### config.mk
export PLATFORM = sky130hd
export DESIGN_NAME = irq_vector_unit
export DESIGN_NICKNAME = d
export VERILOG_FILES = /design/src/rtl/irq_pkg.sv /design/src/rtl/irq_sync.sv /design/src/rtl/irq_ext_edge.sv /design/src/rtl/irq_key_fall.sv /design/src/rtl/irq_prio_sel.sv /design/src/rtl/irq_vector_unit.sv
export SDC_FILE = /design/constraint.sdc
export NUM_CORES = 1
export LEC_CHECK = 0
export BUFFER_PORTS_ARGS = -buffer_cell sky130_fd_sc_hd__buf_2
export CAP_MARGIN = 20
export CORE_UTILIZATION = 57
export DETAILED_ROUTE_END_ITERATION = 6
export GPL_TIMING_DRIVEN = 0
export MAX_ROUTING_LAYER = met4
export PLACE_DENSITY = 0.93
export SETUP_SLACK_MARGIN = 0.02
export SYNTH_ARGS = -nofsm -noshare
export SYNTH_HDL_FRONTEND = slang
export SYNTH_SLANG_ARGS = --single-unit
### constraint.sdc
create_clock -name clk -period 5.4 [get_ports clk]
set_input_delay 0.81 -clock clk [delete_from_list [all_inputs] [get_ports clk]]
set_output_delay 0.81 -clock clk [all_outputs]
set_load 0.02 [all_outputs]
### src/rtl/irq_pkg.sv
package irq_pkg;
  localparam int NSRC = 12;
  localparam int NEXT = 4;
  localparam int NTMR = 5;
  typedef logic [3:0] code_t;
  localparam code_t CODE_RST = 4'd0;
  localparam code_t CODE_BRK = 4'd13;
  typedef enum logic [1:0] {RA_EN = 2'd0, RA_REQ = 2'd1, RA_POL = 2'd2, RA_IFLAG = 2'd3} reg_addr_e;

  function automatic logic [15:0] vec_of(input code_t c);
    case (c)
      4'd0:    vec_of = 16'hFFFC;
      4'd1:    vec_of = 16'hFFFA;
      4'd2:    vec_of = 16'hFFF8;
      4'd3:    vec_of = 16'hFFF2;
      4'd4:    vec_of = 16'hFFF0;
      4'd5:    vec_of = 16'hFFEE;
      4'd6:    vec_of = 16'hFFEC;
      4'd7:    vec_of = 16'hFFEA;
      4'd8:    vec_of = 16'hFFE8;
      4'd9:    vec_of = 16'hFFE6;
      4'd10:   vec_of = 16'hFFE2;
      4'd11:   vec_of = 16'hFFE0;
      4'd12:   vec_of = 16'hFFDE;
      default: vec_of = 16'hFFDC;
    endcase
  endfunction
endpackage

### src/rtl/irq_sync.sv
module irq_sync #(
  parameter int W      = 1,
  parameter int STAGES = 2
) (
  input  logic         clk,
  input  logic         rst,
  input  logic [W-1:0] d,
  output logic [W-1:0] q
);
  logic [STAGES-1:0][W-1:0] st;

  always_ff @(posedge clk) begin
    if (rst) begin
      st <= '0;
    end else begin
      st[0] <= d;
      for (int s = 1; s < STAGES; s++) st[s] <= st[s-1];
    end
  end

  assign q = st[STAGES-1];
endmodule

### src/rtl/irq_ext_edge.sv
module irq_ext_edge #(
  parameter int N      = 4,
  parameter int STAGES = 2
) (
  input  logic         clk,
  input  logic         rst,
  input  logic [N-1:0] pin,
  input  logic [N-1:0] pol,
  output logic [N-1:0] ev
);
  logic [N-1:0] pin_s, lvl, lvl_q;

  irq_sync #(.W(N), .STAGES(STAGES)) u_sync (.clk(clk), .rst(rst), .d(pin), .q(pin_s));

  // active level: a polarity flip alone can produce a 0->1 step here
  assign lvl = pin_s ^ pol;
  assign ev  = lvl & ~lvl_q;

  always_ff @(posedge clk) begin
    if (rst) lvl_q <= '0;
    else     lvl_q <= lvl;
  end
endmodule

### src/rtl/irq_key_fall.sv
module irq_key_fall #(
  parameter int W      = 8,
  parameter int STAGES = 2
) (
  input  logic         clk,
  input  logic         rst,
  input  logic [W-1:0] pin,
  input  logic [W-1:0] in_mode,
  output logic         fall
);
  logic [W-1:0] pin_s;
  logic         all_hi, all_hi_q;

  irq_sync #(.W(W), .STAGES(STAGES)) u_sync (.clk(clk), .rst(rst), .d(pin), .q(pin_s));

  assign all_hi = &(pin_s | ~in_mode);
  assign fall   = all_hi_q & ~all_hi;

  always_ff @(posedge clk) begin
    if (rst) all_hi_q <= 1'b0;
    else     all_hi_q <= all_hi;
  end
endmodule

### src/rtl/irq_prio_sel.sv
module irq_prio_sel
  import irq_pkg::*;
(
  input  logic            rst_pend,
  input  logic            brk_pend,
  input  logic            iflag,
  input  logic [NSRC-1:0] req,
  input  logic [NSRC-1:0] en,
  output logic            found,
  output code_t           code
);
  logic [NSRC-1:0] live;

  always_comb begin
    live  = req & en & {NSRC{~iflag}};
    found = 1'b0;
    code  = CODE_RST;
    if (rst_pend) begin
      found = 1'b1;
    end else if (|live) begin
      found = 1'b1;
      for (int i = NSRC - 1; i >= 0; i--)
        if (live[i]) code = code_t'(i + 1);
    end else if (brk_pend) begin
      found = 1'b1;
      code  = CODE_BRK;
    end
  end
endmodule

### src/rtl/irq_vector_unit.sv
module irq_vector_unit
  import irq_pkg::*;
#(
  parameter int KEY_W       = 8,
  parameter int SYNC_STAGES = 2
) (
  input  logic             clk,
  input  logic             rst,
  input  logic [NEXT-1:0]  ext_pin,
  input  logic [NTMR-1:0]  timer_uf,
  input  logic             sio_done,
  input  logic [KEY_W-1:0] key_pin,
  input  logic [KEY_W-1:0] key_in_mode,
  input  logic             adc_done,
  input  logic             adc_sel,
  input  logic             brk_req,
  input  logic             reg_we,
  input  logic [1:0]       reg_addr,
  input  logic [NSRC-1:0]  reg_wdata,
  output logic [NSRC-1:0]  reg_rdata,
  input  logic             irq_ack,
  output logic             irq_valid,
  output logic [3:0]       irq_code,
  output logic [15:0]      irq_vec,
  output logic             iflag
);
  localparam int PAD = NSRC - NEXT;

  logic [NSRC-1:0] en_q, req_q, req_d, hw_set, acc_clr;
  logic [NEXT-1:0] pol_q, ext_ev;
  logic            iflag_q, rst_pend_q, brk_pend_q, key_ev, accept, found;
  logic            wr_en, wr_req, wr_pol, wr_if;
  code_t           sel_code;
  reg_addr_e       ra;

  irq_ext_edge #(.N(NEXT), .STAGES(SYNC_STAGES)) u_ext (
    .clk(clk), .rst(rst), .pin(ext_pin), .pol(pol_q), .ev(ext_ev));

  irq_key_fall #(.W(KEY_W), .STAGES(SYNC_STAGES)) u_key (
    .clk(clk), .rst(rst), .pin(key_pin), .in_mode(key_in_mode), .fall(key_ev));

  irq_prio_sel u_sel (
    .rst_pend(rst_pend_q), .brk_pend(brk_pend_q), .iflag(iflag_q),
    .req(req_q), .en(en_q), .found(found), .code(sel_code));

  assign ra     = reg_addr_e'(reg_addr);
  assign wr_en  = reg_we && (ra == RA_EN);
  assign wr_req = reg_we && (ra == RA_REQ);
  assign wr_pol = reg_we && (ra == RA_POL);
  assign wr_if  = reg_we && (ra == RA_IFLAG);
  assign accept = irq_ack && irq_valid;
  assign iflag  = iflag_q;

  always_comb begin
    hw_set     = '0;
    hw_set[0]  = ext_ev[0];
    hw_set[1]  = ext_ev[1];
    hw_set[2]  = timer_uf[0];
    hw_set[3]  = timer_uf[1];
    hw_set[4]  = timer_uf[2];
    hw_set[5]  = timer_uf[3];
    hw_set[6]  = ext_ev[2];
    hw_set[7]  = ext_ev[3];
    hw_set[8]  = timer_uf[4];
    hw_set[9]  = sio_done;
    hw_set[10] = key_ev;
    hw_set[11] = adc_done & adc_sel;
  end

  always_comb begin
    for (int i = 0; i < NSRC; i++)
      acc_clr[i] = accept && (irq_code == code_t'(i + 1));
    req_d = req_q & ~acc_clr;
    if (wr_req) req_d = req_d & reg_wdata;
    // hardware set applied last so an event is never lost
    req_d = req_d | hw_set;
  end

  always_ff @(posedge clk) begin
    if (rst) begin
      en_q       <= '0;
      req_q      <= '0;
      pol_q      <= '0;
      iflag_q    <= 1'b1;
      rst_pend_q <= 1'b1;
      brk_pend_q <= 1'b0;
      irq_valid  <= 1'b0;
      irq_code   <= '0;
      irq_vec    <= '0;
      reg_rdata  <= '0;
    end else begin
      req_q <= req_d;
      if (wr_en)  en_q  <= reg_wdata;
      if (wr_pol) pol_q <= reg_wdata[NEXT-1:0];
      if (accept)     iflag_q <= 1'b1;
      else if (wr_if) iflag_q <= reg_wdata[0];
      if (accept && irq_code == CODE_RST) rst_pend_q <= 1'b0;
      if (brk_req)                             brk_pend_q <= 1'b1;
      else if (accept && irq_code == CODE_BRK) brk_pend_q <= 1'b0;
      irq_valid <= found && !accept;
      irq_code  <= sel_code;
      irq_vec   <= vec_of(sel_code);
      case (ra)
        RA_EN:   reg_rdata <= en_q;
        RA_REQ:  reg_rdata <= req_q;
        RA_POL:  reg_rdata <= {{PAD{1'b0}}, pol_q};
        default: reg_rdata <= {{(NSRC-1){1'b0}}, iflag_q};
      endcase
    end
  end
endmodule

==> impl_metrics.toml, run 1 <==
[layout]
nNetsFinal = 507
post_route_cells_drive_above_1_share = 0.271
antenna_fix_cells = 0
area_of_the_multi_input_gates_sq_um = 1580
area.growth.synth_to_final_pct = 20.1
seq_area_sq_um = 1660
final_cell_count_no_fill = 536
fillCellCount = 441

[detailed_routing]
detail_route.first_pass.iterations = 5
antenna_left = 0
drc = 0
via_count = 2994
detail_route.wirelength_mm = 8.07
post_drt_via_cell_ratio = 5.59
detail_route.wl_per_cell_um = 15.0
initialDrtViolationCount = 224

[clocking]
clk_pin_slew_worst_paths_ns = 0.09
cts-buffers-inserted = 9
post_cts_buffers = 0
insertion_delay_ns = 0.36
ctsHoldBuffers = 0
clkSinkCount = 83
clockRootBuffer = "sky130_fd_sc_hd__clkbuf_8"
cts_repair_resize_count = 0
cts-root-to-sink-buffers = 2
tritoncts = "done"
cts_max_level = 3

[sta]
final-max-slew-violation-count = 0
fin_crit_sh = 0.513
max_freq_ghz = 0.361
hold_fails_final_rpt = 0
hold_slack_ns = 0.427
tns_ns = 0
setup-violations-final = 0
timing.max_slew.rel_slack = 0.606
rsz0062_at_grt = "false"
clock-skew-final_ns = 0.0126
worstMarginPinSlew_ns = 0.591
period_minus_slack_ns = 2.77

[run]
max-cap-violations = 0

[synthesis]
synth_fp_nets = 421
postSynthRegisterBits = 83
synth_commonest_cells = "sky130_fd_sc_hd__dfxtp_1 (83), sky130_fd_sc_hd__nand2_1 (44), sky130_fd_sc_hd__a21oi_1 (32), sky130_fd_sc_hd__nor2_1 (30), sky130_fd_sc_hd__nor2b_1 (27)"
post_synth_main_area_contributors = "sky130_fd_sc_hd__dfxtp_1 (48%), sky130_fd_sc_hd__nor2b_1 (4.9%), sky130_fd_sc_hd__nand2_1 (4.8%), sky130_fd_sc_hd__a21oi_1 (4.6%), sky130_fd_sc_hd__mux2i_1 (3.5%)"
netlist.top_cell.by_area = "sky130_fd_sc_hd__dfxtp_1"
netlist-cell-type-count = 60
synth_most_common_cell = "sky130_fd_sc_hd__dfxtp_1"
netlist.area_leader.share = 0.479
synthesis.yosys.warnings = 0
yosys_most_used_dff = "sky130_fd_sc_hd__dfxtp_1"
number_of_instances_in_the_synthesized_netlist = 370
postSynthAreaPerCell_sq_um = 9.37
synth.cell_area_sq_um = 3470
synth-edff-count = 0
synth.yosys.seq_area_share = 0.479
synth_async_sr_flop_share = 0

[global_route]
grt_pass1_wl_mm = 12.7
number_of_global_route_vias_before_repair = 2786
globalRouteOverflowTotal = 0
number_of_antenna_violations_at_the_first_check_in_global_routing = 0
grt_max_degree = 17
total_routing_usage_gr = 0.272

[placement]
dp_hpwl_mm = 6.07
numPortBuffers = 75
place_congestion = 0.915
dp.cells = 520

[power]
design_power_total_mw = 1.30
ir_drop_mv = 0.213
power_leakage_nw = 1.76
ratio_of_total_power_to_cell_area_nw_per_um2 = 312

[floorplanning]
initial_core_util = 0.589
die_h_um = 80.0
dieArea_sq_um = 6400
std_cell_rows = 28
floorplan.core_area_sq_um = 5890
top_level_port_count = 81
floorplan.die.width_um = 80.0

[worst_setup_path]
setup.worst_path.end_class = "flop"
worstSetupPathType = "reg2reg"
cp_max_fo = 7
worst-endpoint-arrival_ns = 3.01
cp-start-kind = "flop"
req_time_crit_path_ns = 5.64

[min_path]
holdCritPathClass = "reg2reg"

[status]
run_status = "finished, final reports clean"
[final timing paths]
kind,startpoint,to,slack [ns],cells after the start
worst min-delay path,u_ext.lvl_q[2]$_SDFF_PP0_,req_q[6]$_SDFF_PP0_,0.43,1
worst max register to register,iflag$_SDFFE_PP1P_,irq_vec[2]$_SDFF_PP0_,2.63,8
worst min register to register,u_ext.lvl_q[2]$_SDFF_PP0_,req_q[6]$_SDFF_PP0_,0.43,1
worst max-delay path,iflag$_SDFFE_PP1P_,irq_vec[2]$_SDFF_PP0_,2.63,8
[cells by family (layout without fill, tap and decap cells)]
| group | after synthesis | in the layout | synth area share |
|---|---|---|---|
| fa+ha+maj | 4 | 4 | 0.0144 |
| compound gates | 80 | 80 | 0.180 |
| simple gates | 138 | 138 | 0.210 |
| mux | 13 | 13 | 0.0412 |
| flops | 83 | 83 | 0.479 |
| buf+inv | 47 | 138 | 0.0643 |
| other cells | 1 | 1 | 0.00108 |
| xor+xnor | 4 | 4 | 0.0101 |
[placed cells by master (no fill, tap or decap), drive strengths merged, types with 5 or more instances in the layout]
| cell type | instances |
|---|---|
| a21oi | 32 |
| o211ai | 5 |
| o22ai | 5 |
| inv | 22 |
| o221ai | 8 |
| clkbuf | 25 |
| nor2 | 31 |
| nand2 | 44 |
| nand3 | 6 |
| dfxtp | 83 |
| nor3 | 5 |
| mux2i | 12 |
| o21ai | 6 |
| buf | 88 |
| nor2b | 27 |
[flip-flops by register name, summed over array words and instances, names as in the netlist, 4 cells and up]
register         flops
u_ext.u_sync.q       4
u_key.u_sync.st      8
pol_q                4
u_key.u_sync.q       8
reg_rdata           12
en_q                12
u_ext.u_sync.st      4
req_q               12
u_ext.lvl_q          4
irq_code             4
irq_vec              6
[worst max-delay path, stage by stage, from the launching register on]
cell and delay, ns:
sky130_fd_sc_hd__dfxtp_1 0.56, sky130_fd_sc_hd__nand3b_1 0.23, sky130_fd_sc_hd__o21ai_2 0.14, sky130_fd_sc_hd__nor4_4 0.44, sky130_fd_sc_hd__a211oi_2 0.10, sky130_fd_sc_hd__or3_1 0.40
sky130_fd_sc_hd__ha_1 0.33, sky130_fd_sc_hd__nor4_1 0.38, sky130_fd_sc_hd__a211oi_2 0.08
[routing by layer]
| layer | up-vias | part of all wire | track usage |
|---|---|---|---|
| met5 | - | 0 | - |
| met4 | 0 | 0.022 | 0.0982 |
| met1 | 1397 | 0.41 | 0.308 |
| met2 | 135 | 0.50 | 0.466 |
| li1 | 1438 | - | - |
| met3 | 24 | 0.062 | 0.0686 |
[cell type report]
cell class / instances / share of cell area
buffer: 29 / 0.0373
clock buffer: 9 / 0.0297
sequential: 83 / 0.399
multi-input combinational: 240 / 0.380
clock inverter: 7 / 0.0252
inverter: 18 / 0.0162
timing repair buffer: 75 / 0.0901
tap: 75 / 0.0225
[report_power, final]
part	internal (mW)	switching, mW
registers	0.639	0.0207
clock network	0.268	0.240
logic	0.0558	0.0747
total	0.964	0.336
[stage by stage]
stage                     setup WS (ns)   util  cell area (sq um)
after global routing               2.47  0.707               4160
final                              2.63  0.707               4160
after detailed placement           2.70  0.669               3940
after CTS                          2.67  0.707               4160
after floorplan                    2.87      -               3470
after global placement             2.76  0.669               3940
(Power assumes the default switching activity.)
==> inputs of run 2 (changes only) <==
--- a/config.mk
+++ b/config.mk
@@ -7,11 +7,11 @@
 export LEC_CHECK = 0
 export BUFFER_PORTS_ARGS = -buffer_cell sky130_fd_sc_hd__buf_2
 export CAP_MARGIN = 20
-export CORE_UTILIZATION = 57
+export CORE_UTILIZATION = 53
 export DETAILED_ROUTE_END_ITERATION = 6
 export GPL_TIMING_DRIVEN = 0
 export MAX_ROUTING_LAYER = met4
-export PLACE_DENSITY = 0.93
+export PLACE_DENSITY = 0.88
 export SETUP_SLACK_MARGIN = 0.02
 export SYNTH_ARGS = -nofsm -noshare
 export SYNTH_HDL_FRONTEND = slang
==> constraint.sdc (replaced) <==
create_clock -name clk -period 2.55 [get_ports clk]
set_input_delay 0.3825 -clock clk [delete_from_list [all_inputs] [get_ports clk]]
set_output_delay 0.3825 -clock clk [all_outputs]
set_load 0.02 [all_outputs]
==> impl_metrics.toml, run 2 (synthesis results as in run 1) <==
[layout]
seq_area_sq_um = 1670
layout_top_registers = "en_q x12, reg_rdata x12, req_q x12"
nNetsFinal = 515
final_cell_count_no_fill = 546
area_of_the_multi_input_gates_sq_um = 1660
post_route_cells_drive_above_1_share = 0.303
fillCellCount = 505
antenna_fix_cells = 0
most-common-layout-cells = "sky130_fd_sc_hd__dfxtp_1 (81), sky130_fd_sc_hd__buf_2 (76), sky130_fd_sc_hd__nand2_1 (44), sky130_fd_sc_hd__a21oi_1 (32), sky130_fd_sc_hd__nor2_1 (30)"
layout_commonest_cell = "sky130_fd_sc_hd__dfxtp_1"
fin_area_sq_um = 4260
area.growth.synth_to_final_pct = 23.0

[floorplanning]
std_cell_rows = 29
dieArea_sq_um = 6870
top_level_port_count = 81
floorplan.die.width_um = 82.9
die_h_um = 82.9
floorplan.core_area_sq_um = 6310
initial_core_util = 0.549

[worst_setup_path]
cp-start-kind = "flop"
cp_max_fo = 4
critical_path_buf_inv_count = 0
regToRegSetupSlack_ns = 0.07
req_time_crit_path_ns = 2.78
stages_on_worst_setup_path = 9
timing.rr.start = "req_q[1]$_SDFF_PP0_"
slowest_stage = "sky130_fd_sc_hd__nor4_4"
timing.critical_path.cells = "a22oi_2 > o21ai_4 > nor4_4 > a211oi_2 > or3_4 > ha_2 > nor2b_1 > nand4bb_1 > o211ai_1"
worst_setup_path_endpoint = "irq_vec[1]$_SDFF_PP0_"
worst-r2r-cell-count = 9
critPathMaxStageDelay_ns = 0.44
setup.worst_path.end_class = "flop"
worst_r2r_endpoint = "irq_vec[1]$_SDFF_PP0_"
crit_family = "simple AND/OR/NAND/NOR gates"
worst-endpoint-arrival_ns = 2.71
worstSetupPathType = "reg2reg"
timing.critical_path.from = "req_q[1]$_SDFF_PP0_"

[power]
power.internal_mw = 1.86
ratio_of_total_power_to_cell_area_nw_per_um2 = 600
netSwitchingPower_uw = 697
power_leakage_nw = 1.79
clockPowerShare = 0.341
share_comb_of_total_power = 0.114
sw_ratio = 0.272
ir_drop_mv = 0.535
design_power_total_mw = 2.56
sequentialPowerShare = 0.545

[sta]
worstMarginPinSlew_ns = 0.622
clock-skew-final_ns = 0.0103
setup-violations-final = 0
timing.max_slew.rel_slack = 0.586
max_freq_ghz = 0.403
final-max-slew-violation-count = 0
rsz0062_at_grt = "true"
period_minus_slack_ns = 2.48
hold_fails_final_rpt = 0
fin_crit_sh = 0.973

[detailed_routing]
via_count = 2983
initialDrtViolationCount = 163
detail_route.first_pass.iterations = 4
antenna_left = 0
detail_route.wirelength_mm = 8.62
post_drt_via_cell_ratio = 5.46
detail_route.wl_per_cell_um = 15.8
drc = 0

[clocking]
clockRootBuffer = "sky130_fd_sc_hd__clkbuf_8"
insertion_delay_ns = 0.36
tritoncts = "done"
ctsHoldBuffers = 0
cts-buffers-inserted = 9
cts_max_level = 3
clkSinkCount = 83
cts-root-to-sink-buffers = 2
clk_pin_slew_worst_paths_ns = 0.09

[placement]
placement.cell_area_sq_um = 3940
place_congestion = 0.930
dp.cells = 522
numPortBuffers = 75
dp_hpwl_mm = 6.05

[run]
max-cap-violations = 0

[global_route]
globalRouteOverflowTotal = 0
number_of_antenna_violations_at_the_first_check_in_global_routing = 0
total_routing_usage_gr = 0.255
grt_pass1_wl_mm = 13.4
grt_max_degree = 15
number_of_global_route_vias_before_repair = 2795

[min_path]
holdCritPathClass = "in2reg"

[status]
run_status = "finished, final reports clean"
-- run 2: changes by cell type in the layout (fill, tap and decap cells not counted), sizes merged --
cell / delta
inv: -3
clkinv: +2
clkinvlp: +1
buf: +8
clkbuf: +2
bufinv: -2
-- run 2: area by class of cell --
type                       instances  share of cell area
clock buffer                      11              0.0332
tap                               77              0.0226
inverter                          18              0.0158
buffer                            29              0.0364
clock inverter                     5             0.00880
timing repair buffer              83               0.102
multi-input combinational        240               0.390
sequential                        83               0.391
-- run 2: timing repair --
item | 4_1_cts | 5_1_grt
buffers inserted | 3 | 5
endpoints found under the setup margin | 4 | 3
resized for setup | 6 | 9
pin swaps | 3 | 9
-- run 2: per-stage QoR --
stage               setup WS (ns)  TNS [ns]  hold slack (ns)   util
global route              -0.0197   -0.0217            0.216  0.675
floorplan                  0.0231         0            0.396      -
finish                     0.0695         0            0.230  0.675
CTS                        0.0275         0            0.224  0.661
detailed placement         -0.198    -0.385            0.406  0.624
global placement           -0.108    -0.215            0.403  0.624
-- run 2: worst min path at each step --
stage                     cells after the start                            end  slack (ns)                 startpoint
final                                         2  u_ext.u_sync.st[1]$_SDFF_PP0_        0.23                 ext_pin[1]
after global routing                          2  u_key.u_sync.st[6]$_SDFF_PP0_        0.22                 key_pin[6]
after CTS                                     2  u_ext.u_sync.st[0]$_SDFF_PP0_        0.22                 ext_pin[0]
after detailed placement                      1            req_q[6]$_SDFF_PP0_        0.41  u_ext.lvl_q[2]$_SDFF_PP0_
after global placement                        1            req_q[6]$_SDFF_PP0_        0.40  u_ext.lvl_q[2]$_SDFF_PP0_
after floorplan                               1            req_q[6]$_SDFF_PP0_        0.40  u_ext.lvl_q[2]$_SDFF_PP0_
-- run 2: power groups by stage --
stage                     Clock, mW  Sequential, mW  Combinational, mW
after detailed placement          0            1.43              0.273
final                         0.872            1.40              0.292
after CTS                     0.879            1.39              0.278
after global placement            0            1.42              0.267
after global routing          0.924            1.40              0.318
after floorplan                   0            1.43              0.164
-- run 2: per-layer routing --
metal / GRT usage / part of all wire
met1: 0.302 / 0.41
met2: 0.425 / 0.49
met3: 0.0586 / 0.072
met4: 0.0893 / 0.021
met5: - / 0
==> inputs of run 3 (changes only) <==
--- a/config.mk
+++ b/config.mk
@@ -5,6 +5,7 @@
 export SDC_FILE = /design/constraint.sdc
 export NUM_CORES = 1
 export LEC_CHECK = 0
+export ABC_AREA = 1
 export BUFFER_PORTS_ARGS = -buffer_cell sky130_fd_sc_hd__buf_2
 export CAP_MARGIN = 20
 export CORE_UTILIZATION = 53
==> impl_metrics.toml, run 3 <==
[sta]
final-max-slew-violation-count = 0
max_freq_ghz = 0.433
timing.max_slew.rel_slack = 0.545
final_critical_path_setup_slack_ns = 0.243
clock-skew-final_ns = 0.00755
hold_fails_final_rpt = 0
fin_crit_sh = 0.905
tns_ns = 0
period_minus_slack_ns = 2.31
rsz0062_at_grt = "false"
worstMarginPinSlew_ns = 0.678
setup-violations-final = 0

[worst_setup_path]
timing.rr.start = "req_q[10]$_SDFF_PP0_"
worst_r2r_endpoint = "irq_vec[2]$_SDFF_PP0_"
regToRegSetupSlack_ns = 0.24
worst-r2r-cell-count = 12
cp_max_fo = 4
worst-endpoint-arrival_ns = 2.53
cp-start-kind = "flop"
req_time_crit_path_ns = 2.77
setup.worst_path.end_class = "flop"
worstSetupPathType = "reg2reg"

[layout]
area.growth.synth_to_final_pct = 20.9
seq_area_sq_um = 1660
post_route_cells_drive_above_1_share = 0.235
most-common-layout-cells = "sky130_fd_sc_hd__dfxtp_1 (82), sky130_fd_sc_hd__nor2_1 (80), sky130_fd_sc_hd__buf_2 (79), sky130_fd_sc_hd__nand2_1 (74), sky130_fd_sc_hd__inv_1 (62)"
layout_top_registers = "en_q x12, reg_rdata x12, req_q x12"
fin_area_sq_um = 4120
fillCellCount = 525
nNetsFinal = 594
area_of_the_multi_input_gates_sq_um = 1370
antenna_fix_cells = 0
layout_commonest_cell = "sky130_fd_sc_hd__dfxtp_1"
layout.core_utilization = 0.680

[synthesis]
postSynthAreaPerCell_sq_um = 7.51
yosys_most_used_dff = "sky130_fd_sc_hd__dfxtp_1"
netlist.area_leader.share = 0.487
postSynthRegisterBits = 83
synth.cell_area_sq_um = 3410
synth-edff-count = 0
netlist.top_cell.by_area = "sky130_fd_sc_hd__dfxtp_1"
post_synth_main_area_contributors = "sky130_fd_sc_hd__dfxtp_1 (49%), sky130_fd_sc_hd__nor2_1 (8.8%), sky130_fd_sc_hd__nand2_1 (8.1%), sky130_fd_sc_hd__inv_1 (6.8%), sky130_fd_sc_hd__a21oi_1 (4.4%)"
synth_most_common_cell = "sky130_fd_sc_hd__dfxtp_1"
synth_commonest_cells = "sky130_fd_sc_hd__dfxtp_1 (83), sky130_fd_sc_hd__nor2_1 (80), sky130_fd_sc_hd__nand2_1 (74), sky130_fd_sc_hd__inv_1 (62), sky130_fd_sc_hd__a21oi_1 (30)"
synth_fp_nets = 505
synth_async_sr_flop_share = 0
synthesis.yosys.warnings = 0
synth.yosys.seq_area_share = 0.487
netlist-cell-type-count = 33
number_of_instances_in_the_synthesized_netlist = 454

[floorplanning]
initial_core_util = 0.563
die_h_um = 82.2
dieArea_sq_um = 6760
std_cell_rows = 28
top_level_port_count = 81
floorplan.core_area_sq_um = 6060
floorplan.die.width_um = 82.2

[power]
power_leakage_nw = 2.05
clockPowerShare = 0.384
power.internal_mw = 2.02
sw_ratio = 0.257
ratio_of_total_power_to_cell_area_nw_per_um2 = 660
netSwitchingPower_uw = 700
design_power_total_mw = 2.72
share_comb_of_total_power = 0.102
ir_drop_mv = 0.493
sequentialPowerShare = 0.513

[clocking]
cts_max_level = 3
clockRootBuffer = "sky130_fd_sc_hd__clkbuf_8"
clkSinkCount = 83
clk_pin_slew_worst_paths_ns = 0.09
insertion_delay_ns = 0.36
tritoncts = "done"
cts-buffers-inserted = 9
cts-root-to-sink-buffers = 2

[global_route]
total_routing_usage_gr = 0.280
number_of_antenna_violations_at_the_first_check_in_global_routing = 0
number_of_global_route_vias_before_repair = 2932
globalRouteOverflowTotal = 0
grt_pass1_wl_mm = 13.3
grt_max_degree = 16

[run]
max-cap-violations = 0

[detailed_routing]
highest-signal-layer = "met4"
drc = 0
detail_route.wl_per_cell_um = 13.4
antenna_left = 0
post_drt_via_cell_ratio = 5.19
met2_length_mm = 4.08
detail_route.first_pass.iterations = 5
detail_route.wirelength_mm = 8.37
route.layer.met1.wl_mm = 3.38
met3_length_um = 689
via_count = 3235
initialDrtViolationCount = 217

[placement]
pre_cts_slack_ns = 0.226
numPortBuffers = 78
dp_hpwl_mm = 6.13
place_congestion = 0.912
placement.cell_area_sq_um = 3890

[min_path]
hold_path_end = "u_key.u_sync.st[2]$_SDFF_PP0_"
min_from = "key_pin[2]"
worstHoldPathCells = 3
holdCritPathClass = "in2reg"

[status]
run_status = "finished, final reports clean"
==> run 3: cell count changes in the layout (fill, tap and decap cells not counted), moves of 12 or more <==
| cell | change |
|---|---|
| sky130_fd_sc_hd__inv_1 | +45 |
| sky130_fd_sc_hd__nor2_1 | +50 |
| sky130_fd_sc_hd__nand2_1 | +30 |
| sky130_fd_sc_hd__mux2i_1 | -12 |
| sky130_fd_sc_hd__nor2b_1 | -27 |
| sky130_fd_sc_hd__o21ai_0 | +23 |
==> run 3: repair_timing <==
action                                  4_1_cts  5_1_grt
endpoints found under the setup margin        0        1
buffers inserted                              0        0
endpoints found under the hold margin         0        0
gates resized for setup                       0        2
hold buffers                                  0        0
==> run 3: kinds of logic after synthesis <==
logic type,share of synthesized area
flip-flops,0.487
other,0.00110
AO/OA/AOI/OAI,0.121
AND/OR/NAND/NOR,0.264
buffers and inverters,0.112
adder cells (fa/ha/maj),0.0147
==> run 3: cell type report <==
cell class,instances,share of cell area
Buffer,23,0.0303
Inverter,68,0.0625
Timing Repair Buffer,78,0.0947
Clock inverter,7,0.0243
Multi-Input combinational cell,280,0.332
Tap cell,75,0.0228
Sequential cell,83,0.403
Clock buffer,9,0.0300
==> run 3: worst max-delay path by stage <==
stage / from / to / slack, ns / depth (start not counted)
after global placement: iflag$_SDFFE_PP1P_ / irq_vec[2]$_SDFF_PP0_ / 0.30 / 15
after global routing: req_q[10]$_SDFF_PP0_ / irq_vec[2]$_SDFF_PP0_ / 0.12 / 12
after detailed placement: iflag$_SDFFE_PP1P_ / irq_vec[2]$_SDFF_PP0_ / 0.23 / 14
final: req_q[10]$_SDFF_PP0_ / irq_vec[2]$_SDFF_PP0_ / 0.24 / 12
after floorplan: iflag$_SDFFE_PP1P_ / irq_vec[2]$_SDFF_PP0_ / 0.47 / 15
after CTS: iflag$_SDFFE_PP1P_ / irq_vec[2]$_SDFF_PP0_ / 0.18 / 14
==> run 3: critical path, stage by stage (launching register included) <==
cell                      delay, ns
sky130_fd_sc_hd__dfxtp_1       0.41
sky130_fd_sc_hd__nand2_1       0.12
sky130_fd_sc_hd__a21oi_2       0.22
sky130_fd_sc_hd__a31oi_1       0.12
sky130_fd_sc_hd__nor2_1        0.12
sky130_fd_sc_hd__nor2_1        0.06
sky130_fd_sc_hd__nor3_1        0.32
sky130_fd_sc_hd__inv_1         0.16
sky130_fd_sc_hd__ha_1          0.31
sky130_fd_sc_hd__inv_1         0.08
sky130_fd_sc_hd__nand4_1       0.11
sky130_fd_sc_hd__nand3_2       0.10
sky130_fd_sc_hd__a21oi_2       0.05
==> run 3: through the flow <==
step	hold WS [ns]	cells
6_report	0.213	623
5_1_grt	0.211	623
4_1_cts	0.206	623
3_5_place_dp	0.395	607
3_3_place_gp	0.389	607
2_1_floorplan	0.388	454
==> run 3: power groups by stage <==
stage | sequential, mW | clock (mW) | combinational [mW]
after global routing | 1.40 | 1.10 | 0.311
after floorplan | 1.44 | 0 | 0.154
after CTS | 1.39 | 1.05 | 0.277
final | 1.40 | 1.05 | 0.279
after global placement | 1.42 | 0 | 0.269
after detailed placement | 1.43 | 0 | 0.275
==> run 3: per-layer routing <==
layer | track usage | up-vias
li1 | - | 1588
met1 | 0.306 | 1443
met2 | 0.479 | 179
met3 | 0.0703 | 25
met4 | 0.125 | 0
met5 | - | -
